`src/rtl/jcb_pkg.sv`:
```
package jcb_pkg;

   typedef enum logic [3:0] {
      ST_TLR, ST_IDLE,
      ST_SEL_DR, ST_CAP_DR, ST_SH_DR, ST_EX1_DR, ST_PAU_DR, ST_EX2_DR, ST_UPD_DR,
      ST_SEL_IR, ST_CAP_IR, ST_SH_IR, ST_EX1_IR, ST_PAU_IR, ST_EX2_IR, ST_UPD_IR
   } tap_st_t;

   typedef enum logic [2:0] {
      DR_BYP, DR_BSC, DR_IDC, DR_BIAS, DR_COL, DR_M0, DR_M1
   } dr_sel_t;

   localparam logic [4:0] OP_EXTEST  = 5'h01;
   localparam logic [4:0] OP_HIGHZ   = 5'h02;
   localparam logic [4:0] OP_INTEST  = 5'h03;
   localparam logic [4:0] OP_CLAMP   = 5'h04;
   localparam logic [4:0] OP_SAMPLE  = 5'h05;
   localparam logic [4:0] OP_IDCODE  = 5'h0E;
   localparam logic [4:0] OP_BIAS    = 5'h0F;
   localparam logic [4:0] OP_COLMASK = 5'h10;
   localparam logic [4:0] OP_MODE1   = 5'h1D;
   localparam logic [4:0] OP_MODE0   = 5'h1E;
   localparam logic [4:0] OP_BYPASS  = 5'h1F;

   function automatic dr_sel_t op_decode(input logic [4:0] op);
      case (op)
         OP_EXTEST, OP_INTEST, OP_SAMPLE: op_decode = DR_BSC;
         OP_IDCODE:                       op_decode = DR_IDC;
         OP_BIAS:                         op_decode = DR_BIAS;
         OP_COLMASK:                      op_decode = DR_COL;
         OP_MODE0:                        op_decode = DR_M0;
         OP_MODE1:                        op_decode = DR_M1;
         default:                         op_decode = DR_BYP;
      endcase
   endfunction

endpackage

```
`src/rtl/jcb_tap_fsm.sv`:
```
module jcb_tap_fsm
   import jcb_pkg::*;
(
   input  logic    tck,
   input  logic    trst_n,
   input  logic    tms,
   output tap_st_t st
);

   tap_st_t nx;

   always_comb begin
      case (st)
         ST_TLR:    nx = tms ? ST_TLR    : ST_IDLE;
         ST_IDLE:   nx = tms ? ST_SEL_DR : ST_IDLE;
         ST_SEL_DR: nx = tms ? ST_SEL_IR : ST_CAP_DR;
         ST_CAP_DR: nx = tms ? ST_EX1_DR : ST_SH_DR;
         ST_SH_DR:  nx = tms ? ST_EX1_DR : ST_SH_DR;
         ST_EX1_DR: nx = tms ? ST_UPD_DR : ST_PAU_DR;
         ST_PAU_DR: nx = tms ? ST_EX2_DR : ST_PAU_DR;
         ST_EX2_DR: nx = tms ? ST_UPD_DR : ST_SH_DR;
         ST_UPD_DR: nx = tms ? ST_SEL_DR : ST_IDLE;
         ST_SEL_IR: nx = tms ? ST_TLR    : ST_CAP_IR;
         ST_CAP_IR: nx = tms ? ST_EX1_IR : ST_SH_IR;
         ST_SH_IR:  nx = tms ? ST_EX1_IR : ST_SH_IR;
         ST_EX1_IR: nx = tms ? ST_UPD_IR : ST_PAU_IR;
         ST_PAU_IR: nx = tms ? ST_EX2_IR : ST_PAU_IR;
         ST_EX2_IR: nx = tms ? ST_UPD_IR : ST_SH_IR;
         ST_UPD_IR: nx = tms ? ST_SEL_DR : ST_IDLE;
         default:   nx = ST_TLR;
      endcase
   end

   always_ff @(posedge tck or negedge trst_n) begin
      if (!trst_n) st <= ST_TLR;
      else         st <= nx;
   end

endmodule

```
`src/rtl/jcb_scan_reg.sv`:
```
module jcb_scan_reg #(
   parameter int W = 8
) (
   input  logic         tck,
   input  logic         trst_n,
   input  logic         sel,
   input  logic         cap,
   input  logic         shf,
   input  logic         upd,
   input  logic         tdi,
   output logic         so,
   output logic [W-1:0] q
);

   logic [W-1:0] sr;
   logic [W-1:0] sr_nx;

   generate
      if (W == 1) begin : g_one
         assign sr_nx = tdi;
      end else begin : g_multi
         assign sr_nx = {tdi, sr[W-1:1]};
      end
   endgenerate

   always_ff @(posedge tck or negedge trst_n) begin
      if (!trst_n)         sr <= '0;
      else if (sel && cap) sr <= q;
      else if (sel && shf) sr <= sr_nx;
   end

   always_ff @(posedge tck or negedge trst_n) begin
      if (!trst_n)         q <= '0;
      else if (sel && upd) q <= sr;
   end

   assign so = sr[0];

endmodule

```
`src/rtl/jcb_top.sv`:
```
module jcb_top
   import jcb_pkg::*;
#(
   parameter int          IR_W   = 5,
   parameter int          BSC_W  = 9,
   parameter int          DAC_N  = 11,
   parameter int          DAC_W  = 8,
   parameter int          COL_N  = 256,
   parameter int          MODE_W = 8,
   parameter logic [31:0] ID_VAL = 32'hFFFF_8001
) (
   input  logic                     tck,
   input  logic                     tms,
   input  logic                     tdi,
   input  logic                     trst_n,
   output logic                     tdo,
   output logic                     tdo_en,
   output logic [BSC_W-1:0]         bscan_q,
   output logic [DAC_N*DAC_W-1:0]   bias_q,
   output logic [COL_N-1:0]         colmask_q,
   output logic [MODE_W-1:0]        mode0_q,
   output logic [MODE_W-1:0]        mode1_q,
   output logic                     test_mode,
   output logic                     gain_hi,
   output logic                     marker_sel,
   output logic                     lvds_off
);

   localparam int BIAS_W = DAC_N * DAC_W;
   localparam int ID_W   = 32;

   generate
      if (IR_W != 5) begin : g_bad_ir
         $error("jcb_top: the instruction map needs IR_W of 5");
      end
      if (MODE_W < 6) begin : g_bad_mode
         $error("jcb_top: MODE_W must hold the decoded mode bits");
      end
      if (BSC_W < 1 || COL_N < 1 || BIAS_W < 1) begin : g_bad_size
         $error("jcb_top: register widths must be positive");
      end
   endgenerate

   tap_st_t st;
   jcb_tap_fsm u_fsm (.tck(tck), .trst_n(trst_n), .tms(tms), .st(st));

   // instruction register: scan stage and current instruction
   logic [IR_W-1:0] ir_sr, ir_q;
   always_ff @(posedge tck or negedge trst_n) begin
      if (!trst_n) begin
         ir_sr <= '0;
         ir_q  <= OP_IDCODE;
      end else begin
         case (st)
            ST_TLR:    ir_q  <= OP_IDCODE;
            ST_CAP_IR: ir_sr <= {ir_q[IR_W-1:2], 2'b01};
            ST_SH_IR:  ir_sr <= {tdi, ir_sr[IR_W-1:1]};
            ST_UPD_IR: ir_q  <= ir_sr;
            default:   ;
         endcase
      end
   end

   dr_sel_t dsel;
   assign dsel = op_decode(ir_q);

   logic cap, shf, upd;
   assign cap = (st == ST_CAP_DR);
   assign shf = (st == ST_SH_DR);
   assign upd = (st == ST_UPD_DR);

   // bypass: captures zero
   logic byp;
   always_ff @(posedge tck or negedge trst_n) begin
      if (!trst_n)                  byp <= 1'b0;
      else if (dsel == DR_BYP && cap) byp <= 1'b0;
      else if (dsel == DR_BYP && shf) byp <= tdi;
   end

   // identification: read-only, no update stage
   logic [ID_W-1:0] id_sr;
   always_ff @(posedge tck or negedge trst_n) begin
      if (!trst_n)                  id_sr <= '0;
      else if (dsel == DR_IDC && cap) id_sr <= ID_VAL;
      else if (dsel == DR_IDC && shf) id_sr <= {tdi, id_sr[ID_W-1:1]};
   end

   logic so_bsc, so_bias, so_col, so_m0, so_m1;

   jcb_scan_reg #(.W(BSC_W)) u_bsc (
      .tck(tck), .trst_n(trst_n), .sel(dsel == DR_BSC), .cap(cap), .shf(shf),
      .upd(upd), .tdi(tdi), .so(so_bsc), .q(bscan_q));
   jcb_scan_reg #(.W(BIAS_W)) u_bias (
      .tck(tck), .trst_n(trst_n), .sel(dsel == DR_BIAS), .cap(cap), .shf(shf),
      .upd(upd), .tdi(tdi), .so(so_bias), .q(bias_q));
   jcb_scan_reg #(.W(COL_N)) u_col (
      .tck(tck), .trst_n(trst_n), .sel(dsel == DR_COL), .cap(cap), .shf(shf),
      .upd(upd), .tdi(tdi), .so(so_col), .q(colmask_q));
   jcb_scan_reg #(.W(MODE_W)) u_m0 (
      .tck(tck), .trst_n(trst_n), .sel(dsel == DR_M0), .cap(cap), .shf(shf),
      .upd(upd), .tdi(tdi), .so(so_m0), .q(mode0_q));
   jcb_scan_reg #(.W(MODE_W)) u_m1 (
      .tck(tck), .trst_n(trst_n), .sel(dsel == DR_M1), .cap(cap), .shf(shf),
      .upd(upd), .tdi(tdi), .so(so_m1), .q(mode1_q));

   logic dr_so;
   always_comb begin
      case (dsel)
         DR_BSC:  dr_so = so_bsc;
         DR_IDC:  dr_so = id_sr[0];
         DR_BIAS: dr_so = so_bias;
         DR_COL:  dr_so = so_col;
         DR_M0:   dr_so = so_m0;
         DR_M1:   dr_so = so_m1;
         default: dr_so = byp;
      endcase
   end

   always_ff @(negedge tck or negedge trst_n) begin
      if (!trst_n) begin
         tdo    <= 1'b0;
         tdo_en <= 1'b0;
      end else begin
         tdo    <= (st == ST_SH_DR) ? dr_so : (st == ST_SH_IR) ? ir_sr[0] : 1'b0;
         tdo_en <= (st == ST_SH_DR) || (st == ST_SH_IR);
      end
   end

   assign test_mode  = mode0_q[0];
   assign gain_hi    = mode0_q[3];
   assign marker_sel = mode0_q[4];
   assign lvds_off   = mode0_q[5];

endmodule

```
`config.mk`:
```
export PLATFORM = sky130hd
export DESIGN_NAME = jcb_top
export DESIGN_NICKNAME = d
export VERILOG_FILES = /design/src/rtl/jcb_pkg.sv /design/src/rtl/jcb_tap_fsm.sv /design/src/rtl/jcb_scan_reg.sv /design/src/rtl/jcb_top.sv
export SDC_FILE = /design/constraint.sdc
export NUM_CORES = 1
export LEC_CHECK = 0
export ABC_CLOCK_PERIOD_IN_PS = 3700
export CORE_MARGIN = 3
export CORE_UTILIZATION = 54
export DETAILED_ROUTE_END_ITERATION = 12
export DONT_BUFFER_PORTS = 1
export PLACE_DENSITY = 0.69
export SYNTH_ARGS = -nofsm -noshare
export SYNTH_HDL_FRONTEND = slang
export SYNTH_SLANG_ARGS = --single-unit
```
`constraint.sdc`:
```
create_clock -name tck -period 3.7 [get_ports tck]
set_clock_uncertainty 0.15 [all_clocks]
set_input_delay 0.37 -clock tck [delete_from_list [all_inputs] [get_ports tck]]
set_output_delay 0.37 -clock tck [all_outputs]
set_load 0.1 [all_outputs]
```
==> results.toml, run 1 <==
[critical_path]
critPathArrivalTime_ns = 2.43
cp.buffers_inverters = 1
worst-endpoint-required_ns = 2.14
timing.setup.critical_path_class = "flip-flop to flip-flop"
critical_path.max_stage_delay_ns = 0.53
cp_max_fo = 3
cp_top_family = "compound AO/OA/AOI/OAI gates"
critical-path-slowest-cell = "sky130_fd_sc_hd__dfstp_2"
r2r-start = "ir_q[1]$_DFFE_PN1P_"
crit_chain = "inv_2 -> ha_4 -> nand4_1 -> o311a_1 -> a311oi_2 -> a2bb2oi_1 -> o21ai_1"
crit_start_category = "flip-flop"
worst_setup_path_end_kind = "flip-flop"
crit_path_start = "ir_q[1]$_DFFE_PN1P_"

[floorplan]
die_area_um2 = 62300
die-height_um = 250
std_cell_rows = 88
die_w_um = 250
core_area_um2 = 58200
initial_core_util_pct = 55.0
floorplan.io_pins = 379

[logic_synthesis]
ys_async_sr_fraction_pct = 100
synth.top_cell.area_share_pct = 61.0
synth_area_leaders = "sky130_fd_sc_hd__dfrtp_1 (61%), sky130_fd_sc_hd__mux2_1 (8.5%), sky130_fd_sc_hd__o22ai_1 (5.5%)"
synth.avg_cell_area_um2 = 11.8
flip_flop_and_latch_count_after_synthesis = 787
synth_flop_cell = "sky130_fd_sc_hd__dfrtp_1"
netlist_instances = 2707
ys_seq_area_share_pct = 61.4
post-synth-top-count-cell = "sky130_fd_sc_hd__dfrtp_1"
synth_common_cells = "sky130_fd_sc_hd__dfrtp_1 (782), sky130_fd_sc_hd__nand2_1 (432), sky130_fd_sc_hd__o21ai_0 (307)"
synth_top_area_cell = "sky130_fd_sc_hd__dfrtp_1"
synth_area_um2 = 32100
ys_warn_count = 0
netlist-cell-type-count = 54
number_of_enable_flip_flop_cells_after_synthesis = 0
synthesis.nets = 2715

[power]
netSwitchingFraction_pct = 27.2
power.net_switching_uw = 5640
p_per_area_nw_per_um2 = 572
p_int_uw = 15100
vdd.ir_drop.worst_mv = 0.400
p_leak_uw = 0.0173
power_uw = 20700
power.share.combinational_pct = 13.5
clock_power_share_pct = 41.4
power_frac_seq_pct = 45.1

[placed_design]
port-buffer-count = 0
detailed_place_hpwl_mm = 42.4
finalWeightedCongestion = 0.820

[global_routing]
grt.overflow.total = 0
grt_antenna_before_repair = 0
gr-usage-all-layers_pct = 22.3
grt_max_degree = 788
grt_pass1_vias = 20400
grt_first_pass_wirelength_mm = 115

[cells_and_area]
finish.utilization_pct = 62.2
area_growth_syn_to_layout_pct = 12.9
finalNetCount = 2680
drive_above_1_share_pct = 14.4
insertedDiodeCount = 0
num-fill-cells = 4371
area_taken_by_flip_flops_and_latches_um2 = 19700
multi_input_combinational_cell_area_um2 = 11400

[detailed_routing]
detailroute.via_count = 20800
drt_drc_violations_left = 0
drt-initial-drc-count = 1559
met2RoutedLength_mm = 35.3
met1_length_mm = 30.2
routedWlPerCell_um = 20.9
routed_via_density = 5.94
finalWirelength_mm = 73.1
maxUsedRoutingLayer = "met4"
antenna_violating_nets_post_route = 0
wl_met3_mm = 5.19
drt_pass1_iterations = 7

[timing]
max_slew.worst_pin.slew_ns = 4.76
timing.hold.ws_ns = -0.701
layout_setup_ws_ns = -0.290
relSlewSlack_pct = -217
finish_stage_setup_viols = 1
rsz0062_at_grt = "true"
timing_max_transition_violations_final = 614
hold_viol = 320

[clocking]
hold_buffers = 2
tritoncts.num_buffers = 82
clock_sink_count = 787
insertion_delay_ns = 0.62
cts_buffer_depth = 3
htree_levels = 3
path_clk_slew_ns = 0.06
tritoncts = "done"
cts_root_buffer = "sky130_fd_sc_hd__clkbuf_16"

[job]
maxCapViolCount = 0

[outcome]
result_of_the_run = "complete, but fails checks"
violations = "hold timing, slew limit, setup timing"

[worst_hold_path]
hold_path_class = "input pin to asynchronous set/reset pin"
## timing repair
item,in CTS,in global routing
buffers inserted,7,20
cloned,0,13
gates resized for setup,6,37
pin swaps,2,3
endpoints found under the setup margin,1,423
endpoints found under the hold margin,796,785
## cells by family (layout without fill, tap and decap cells)
kind of cell	Yosys count	count (layout)	share of synthesized area [%]
buf+inv	222	251	3.30
fa+ha+maj	4	4	0.156
compound gates	726	726	12.8
simple gates	505	505	6.45
mux	462	462	15.9
xor+xnor	1	1	0.0273
flops	787	787	61.4
## layout by cell type (no fill, tap or decap), types with 55 or more instances in the layout
cell type                   count
sky130_fd_sc_hd__nand2_1      432
sky130_fd_sc_hd__clkbuf_16     93
sky130_fd_sc_hd__o21ai_1      108
sky130_fd_sc_hd__mux2_1       233
sky130_fd_sc_hd__mux2_2       126
sky130_fd_sc_hd__o21ai_0      306
sky130_fd_sc_hd__o22ai_1      281
sky130_fd_sc_hd__mux2i_1       91
sky130_fd_sc_hd__buf_4         55
sky130_fd_sc_hd__dfrtp_1      777
## path summary, 6_finish.rpt
| kind | to | slack [ns] | cells past startpoint |
|---|---|---|---|
| max | tdo$_DFF_NN0_ | -0.29 | 7 |
| min | u_col.q[214]$_DFFE_PN0P_ | -0.70 | 0 |
| max reg2reg | tdo$_DFF_NN0_ | -0.29 | 7 |
| min reg2reg | id_sr[23]$_DFFE_PN0P_ | 0.33 | 2 |
| max in group asynchronous | ir_q[0]$_DFFE_PN0P_ | 0.04 | 0 |
| min in group tck | id_sr[23]$_DFFE_PN0P_ | 0.33 | 2 |
## worst register-to-register path, stage by stage, from the launching register on
cell	delay, ns
sky130_fd_sc_hd__dfstp_2	0.53
sky130_fd_sc_hd__inv_2	0.05
sky130_fd_sc_hd__ha_4	0.27
sky130_fd_sc_hd__nand4_1	0.19
sky130_fd_sc_hd__o311a_1	0.19
sky130_fd_sc_hd__a311oi_2	0.24
sky130_fd_sc_hd__a2bb2oi_1	0.24
sky130_fd_sc_hd__o21ai_1	0.10
## registers in the layout, indices dropped and copies added, names as in the netlist, 8 cells and up
name       count
u_m0.sr        8
u_m1.q         8
u_m0.q         8
u_bias.sr     88
u_bsc.q        9
u_bias.q      88
id_sr         32
u_col.q      256
u_bsc.sr       9
u_m1.sr        8
u_col.sr     256
## routing by layer
metal	global-route usage (%)	vias to the layer above
met1	28.9	10500
met3	7.22	134
met5	0	-
met2	35.5	514
li1	-	9625
met4	7.84	0
## cell type report
type                    instances  area share [%]
multi-input cells            1698            31.5
repair buffers                 98            3.43
inverters                       5          0.0518
well taps                     765            2.64
clock inverters                35            1.39
flip-flops and latches        787            54.4
clock buffers                 113            6.52
## power groups by stage
stage	registers [uW]	logic (uW)	clock network (uW)
floorplan	9460	1850	0
global placement	9450	2470	0
detailed placement	9480	2590	0
CTS	9320	2680	8770
global route	9360	3020	9160
finish	9340	2790	8570
## stage by stage
step / TNS [ns] / setup slack (ns) / instances / hold slack (ns) / instance area [um^2]
after global routing: -2.44 / -0.337 / 3501 / -0.747 / 36200
after global placement: -0.224 / -0.224 / 3312 / -0.0595 / 32700
after CTS: -2.02 / -0.236 / 3469 / -0.736 / 35700
after detailed placement: -0.282 / -0.282 / 3312 / -0.0569 / 32700
final: -0.290 / -0.290 / 3501 / -0.701 / 36200
after floorplan: -0.230 / -0.230 / 2707 / -0.0756 / 32100
No activity file was read; power rests on OpenSTA's default activity.
==> inputs of run 2 (changes only) <==
--- a/config.mk
+++ b/config.mk
@@ -5,12 +5,14 @@
 export SDC_FILE = /design/constraint.sdc
 export NUM_CORES = 1
 export LEC_CHECK = 0
-export ABC_CLOCK_PERIOD_IN_PS = 3700
+export ABC_CLOCK_PERIOD_IN_PS = 4900
+export CELL_PAD_IN_SITES_DETAIL_PLACEMENT = 0
+export CELL_PAD_IN_SITES_GLOBAL_PLACEMENT = 2
 export CORE_MARGIN = 3
-export CORE_UTILIZATION = 54
+export CORE_UTILIZATION = 46
 export DETAILED_ROUTE_END_ITERATION = 12
 export DONT_BUFFER_PORTS = 1
-export PLACE_DENSITY = 0.69
+export PLACE_DENSITY_LB_ADDON = 0.1
 export SYNTH_ARGS = -nofsm -noshare
 export SYNTH_HDL_FRONTEND = slang
 export SYNTH_SLANG_ARGS = --single-unit
==> constraint.sdc (replaced) <==
create_clock -name tck -period 4.9 [get_ports tck]
set_clock_uncertainty 0.15 [all_clocks]
set_input_delay 0.49 -clock tck [delete_from_list [all_inputs] [get_ports tck]]
set_output_delay 0.49 -clock tck [all_outputs]
set_load 0.1 [all_outputs]
==> run 2 against run 1 <==
  * The flow finishes with violations (hold timing, slew limit)
  * Critical path depth grew 1
  * Non-clock buffer count down 59
  * Sequential power fell by 24%
  * Clock power is 26% lower
  * Highest routed layer unchanged
  * Sequential cell count unchanged
  * Setup slack gained 0.45 ns
  * Register-to-register slack better by 0.45 ns
  * Largest cell class unchanged
  * Final cell count up 3.1%
  * Critical endpoint unchanged
  * Die area up 17%
  * Combinational power shrank 35%
==> results.toml, run 2 (same netlist as run 1, synthesis figures left out) <==
[power]
power.share.combinational_pct = 11.9
power.net_switching_uw = 4110
netSwitchingFraction_pct = 27.0
p_int_uw = 11100
clock_power_share_pct = 41.7
p_leak_uw = 0.0168
p_per_area_nw_per_um2 = 431
vdd.ir_drop.worst_mv = 0.308
power_frac_seq_pct = 46.4

[job]
maxCapViolCount = 0

[outcome]
violations = "hold timing, slew limit"
result_of_the_run = "complete, but fails checks"

[global_routing]
grt_max_degree = 788
grt_most_used_layer = "met2"
grt.overflow.total = 0
use_met1_pct = 26.3
grt_antenna_before_repair = 0
grt_first_pass_wirelength_mm = 121
grt_pass1_vias = 20300
grtUsageMet2_pct = 30.9
globalRouteMet3Util_pct = 8.26
gr-usage-all-layers_pct = 20.5

[floorplan]
initial_core_util_pct = 46.6
core_area_um2 = 68800
floorplan.io_pins = 379
die-height_um = 270
die_area_um2 = 72900
std_cell_rows = 96
die_w_um = 270

[cells_and_area]
layout_top_registers = "u_col.q x256, u_col.sr x256"
num-fill-cells = 5977
finalNetCount = 2624
finish.utilization_pct = 51.4
area_growth_syn_to_layout_pct = 10.4
commonest_non_fill_non_tap_cell_in_the_layout = "sky130_fd_sc_hd__dfrtp_1"
mostFrequentLayoutCells = "sky130_fd_sc_hd__dfrtp_1 (778), sky130_fd_sc_hd__nand2_1 (432), sky130_fd_sc_hd__o21ai_0 (307), sky130_fd_sc_hd__o22ai_1 (281), sky130_fd_sc_hd__mux2_1 (243)"
drive_above_1_share_pct = 11.4

[timing]
max_slew.worst_pin.slew_ns = 2.70
relSlewSlack_pct = -80.1
hold_viol = 644
sum_of_negative_setup_slack_ns = 0
timing_max_transition_violations_final = 568
finish_stage_setup_viols = 0
timing.hold.ws_ns = -0.585
rsz0062_at_grt = "false"

[clocking]
htree_levels = 3
tritoncts.num_buffers = 85
ctsResizeCount = 0
tritoncts = "done"
path_clk_slew_ns = 0.06
hold_buffers = 2
insertion_delay_ns = 0.61
cts_buffer_depth = 3
cts_post_setup_buffers_inserted = 0
cts_root_buffer = "sky130_fd_sc_hd__clkbuf_16"
clock_sink_count = 787

[detailed_routing]
detailroute.via_count = 20200
drt-initial-drc-count = 1284
antenna_violating_nets_post_route = 0
routedWlPerCell_um = 20.9
finalWirelength_mm = 75.4
routed_via_density = 5.61
drt_drc_violations_left = 0
drt_pass1_iterations = 5

[placed_design]
port-buffer-count = 0
finalWeightedCongestion = 0.809
detailed_place_hpwl_mm = 45.1

[critical_path]
critPathArrivalTime_ns = 2.57
crit_start_category = "flip-flop"
cp_max_fo = 5
worst_setup_path_end_kind = "flip-flop"
critical-path-slowest-cell = "sky130_fd_sc_hd__dfstp_2"
timing.setup.critical_path_class = "flip-flop to flip-flop"
critical_path.max_stage_delay_ns = 0.57
crit_chain = "inv_1 -> ha_1 -> mux2i_1 -> o32ai_1 -> buf_4 -> a311oi_1 -> a2bb2oi_1 -> o21ai_0"
worst-endpoint-required_ns = 2.72

[worst_hold_path]
hold_path_class = "input pin to asynchronous set/reset pin"
run 2: cell count changes in the layout (fill, tap and decap cells not counted), moves of 9 or more:
| cell | delta |
|---|---|
| sky130_fd_sc_hd__clkbuf_1 | +9 |
| sky130_fd_sc_hd__buf_4 | -27 |
| sky130_fd_sc_hd__mux2_1 | +10 |
| sky130_fd_sc_hd__buf_12 | -9 |
| sky130_fd_sc_hd__buf_6 | -9 |
| sky130_fd_sc_hd__mux2_4 | -10 |
run 2: stage by stage:
stage	power [uW]	instance area, um^2	instances	worst slack, ns
after floorplan	8510	32100	2707	0.322
after global placement	8940	32600	3458	0.273
after detailed placement	8990	32600	3458	0.235
after CTS	15400	35400	3606	0.180
after global routing	16000	35400	3606	0.0778
final	15200	35400	3608	0.159
run 2: final timing paths:
check	from	cells past startpoint	end	slack [ns]
min in group tck	tms	4	u_fsm.st[1]$_DFF_PN0_	0.06
hold / removal	trst_n	0	u_col.sr[191]$_DFFE_PN0P_	-0.58
setup / recovery	ir_q[1]$_DFFE_PN1P_	8	tdo$_DFF_NN0_	0.16
max in group asynchronous	trst_n	0	tdo_en$_DFF_NN0_	0.70
hold reg to reg	id_sr[9]$_DFFE_PN0P_	2	id_sr[9]$_DFFE_PN0P_	0.33
setup reg to reg	ir_q[1]$_DFFE_PN1P_	8	tdo$_DFF_NN0_	0.16
run 2: layer usage:
metal | vias to the layer above | wire length, um | share of wire, %
met3 | 142 | 6570 | 8.7
met4 | 0 | 3210 | 4.3
li1 | 9503 | - | -
met2 | 398 | 33900 | 45
met5 | - | 0 | 0
met1 | 10200 | 31700 | 42
run 2: worst max-delay path: cells and delay by family (launching register included):
kind	cells	cell delay (ns)
AO/OA/AOI/OAI	4	0.71
flip-flops	1	0.57
adder cells (fa/ha/maj)	1	0.21
buffers and inverters	2	0.26
multiplexers	1	0.20
run 2: area by class of cell:
cell class / instances / area, um^2 / area share [%]
Antenna cell: 2 / 5.00 / 0.0141
Clock buffer: 128 / 2520 / 7.12
Tap cell: 931 / 1160 / 3.29
Sequential cell: 787 / 19700 / 55.7
Inverter: 5 / 18.8 / 0.0530
Timing Repair Buffer: 39 / 410 / 1.16
Clock inverter: 18 / 248 / 0.700
Multi-Input combinational cell: 1698 / 11300 / 32.0
run 2: power groups by stage:
stage	Clock [uW]	Sequential [uW]	Combinational, uW
2_1_floorplan	0	7140	1370
3_3_place_gp	0	7170	1780
3_5_place_dp	0	7180	1810
4_1_cts	6550	7060	1820
5_1_grt	6850	7100	2010
6_report	6360	7070	1810
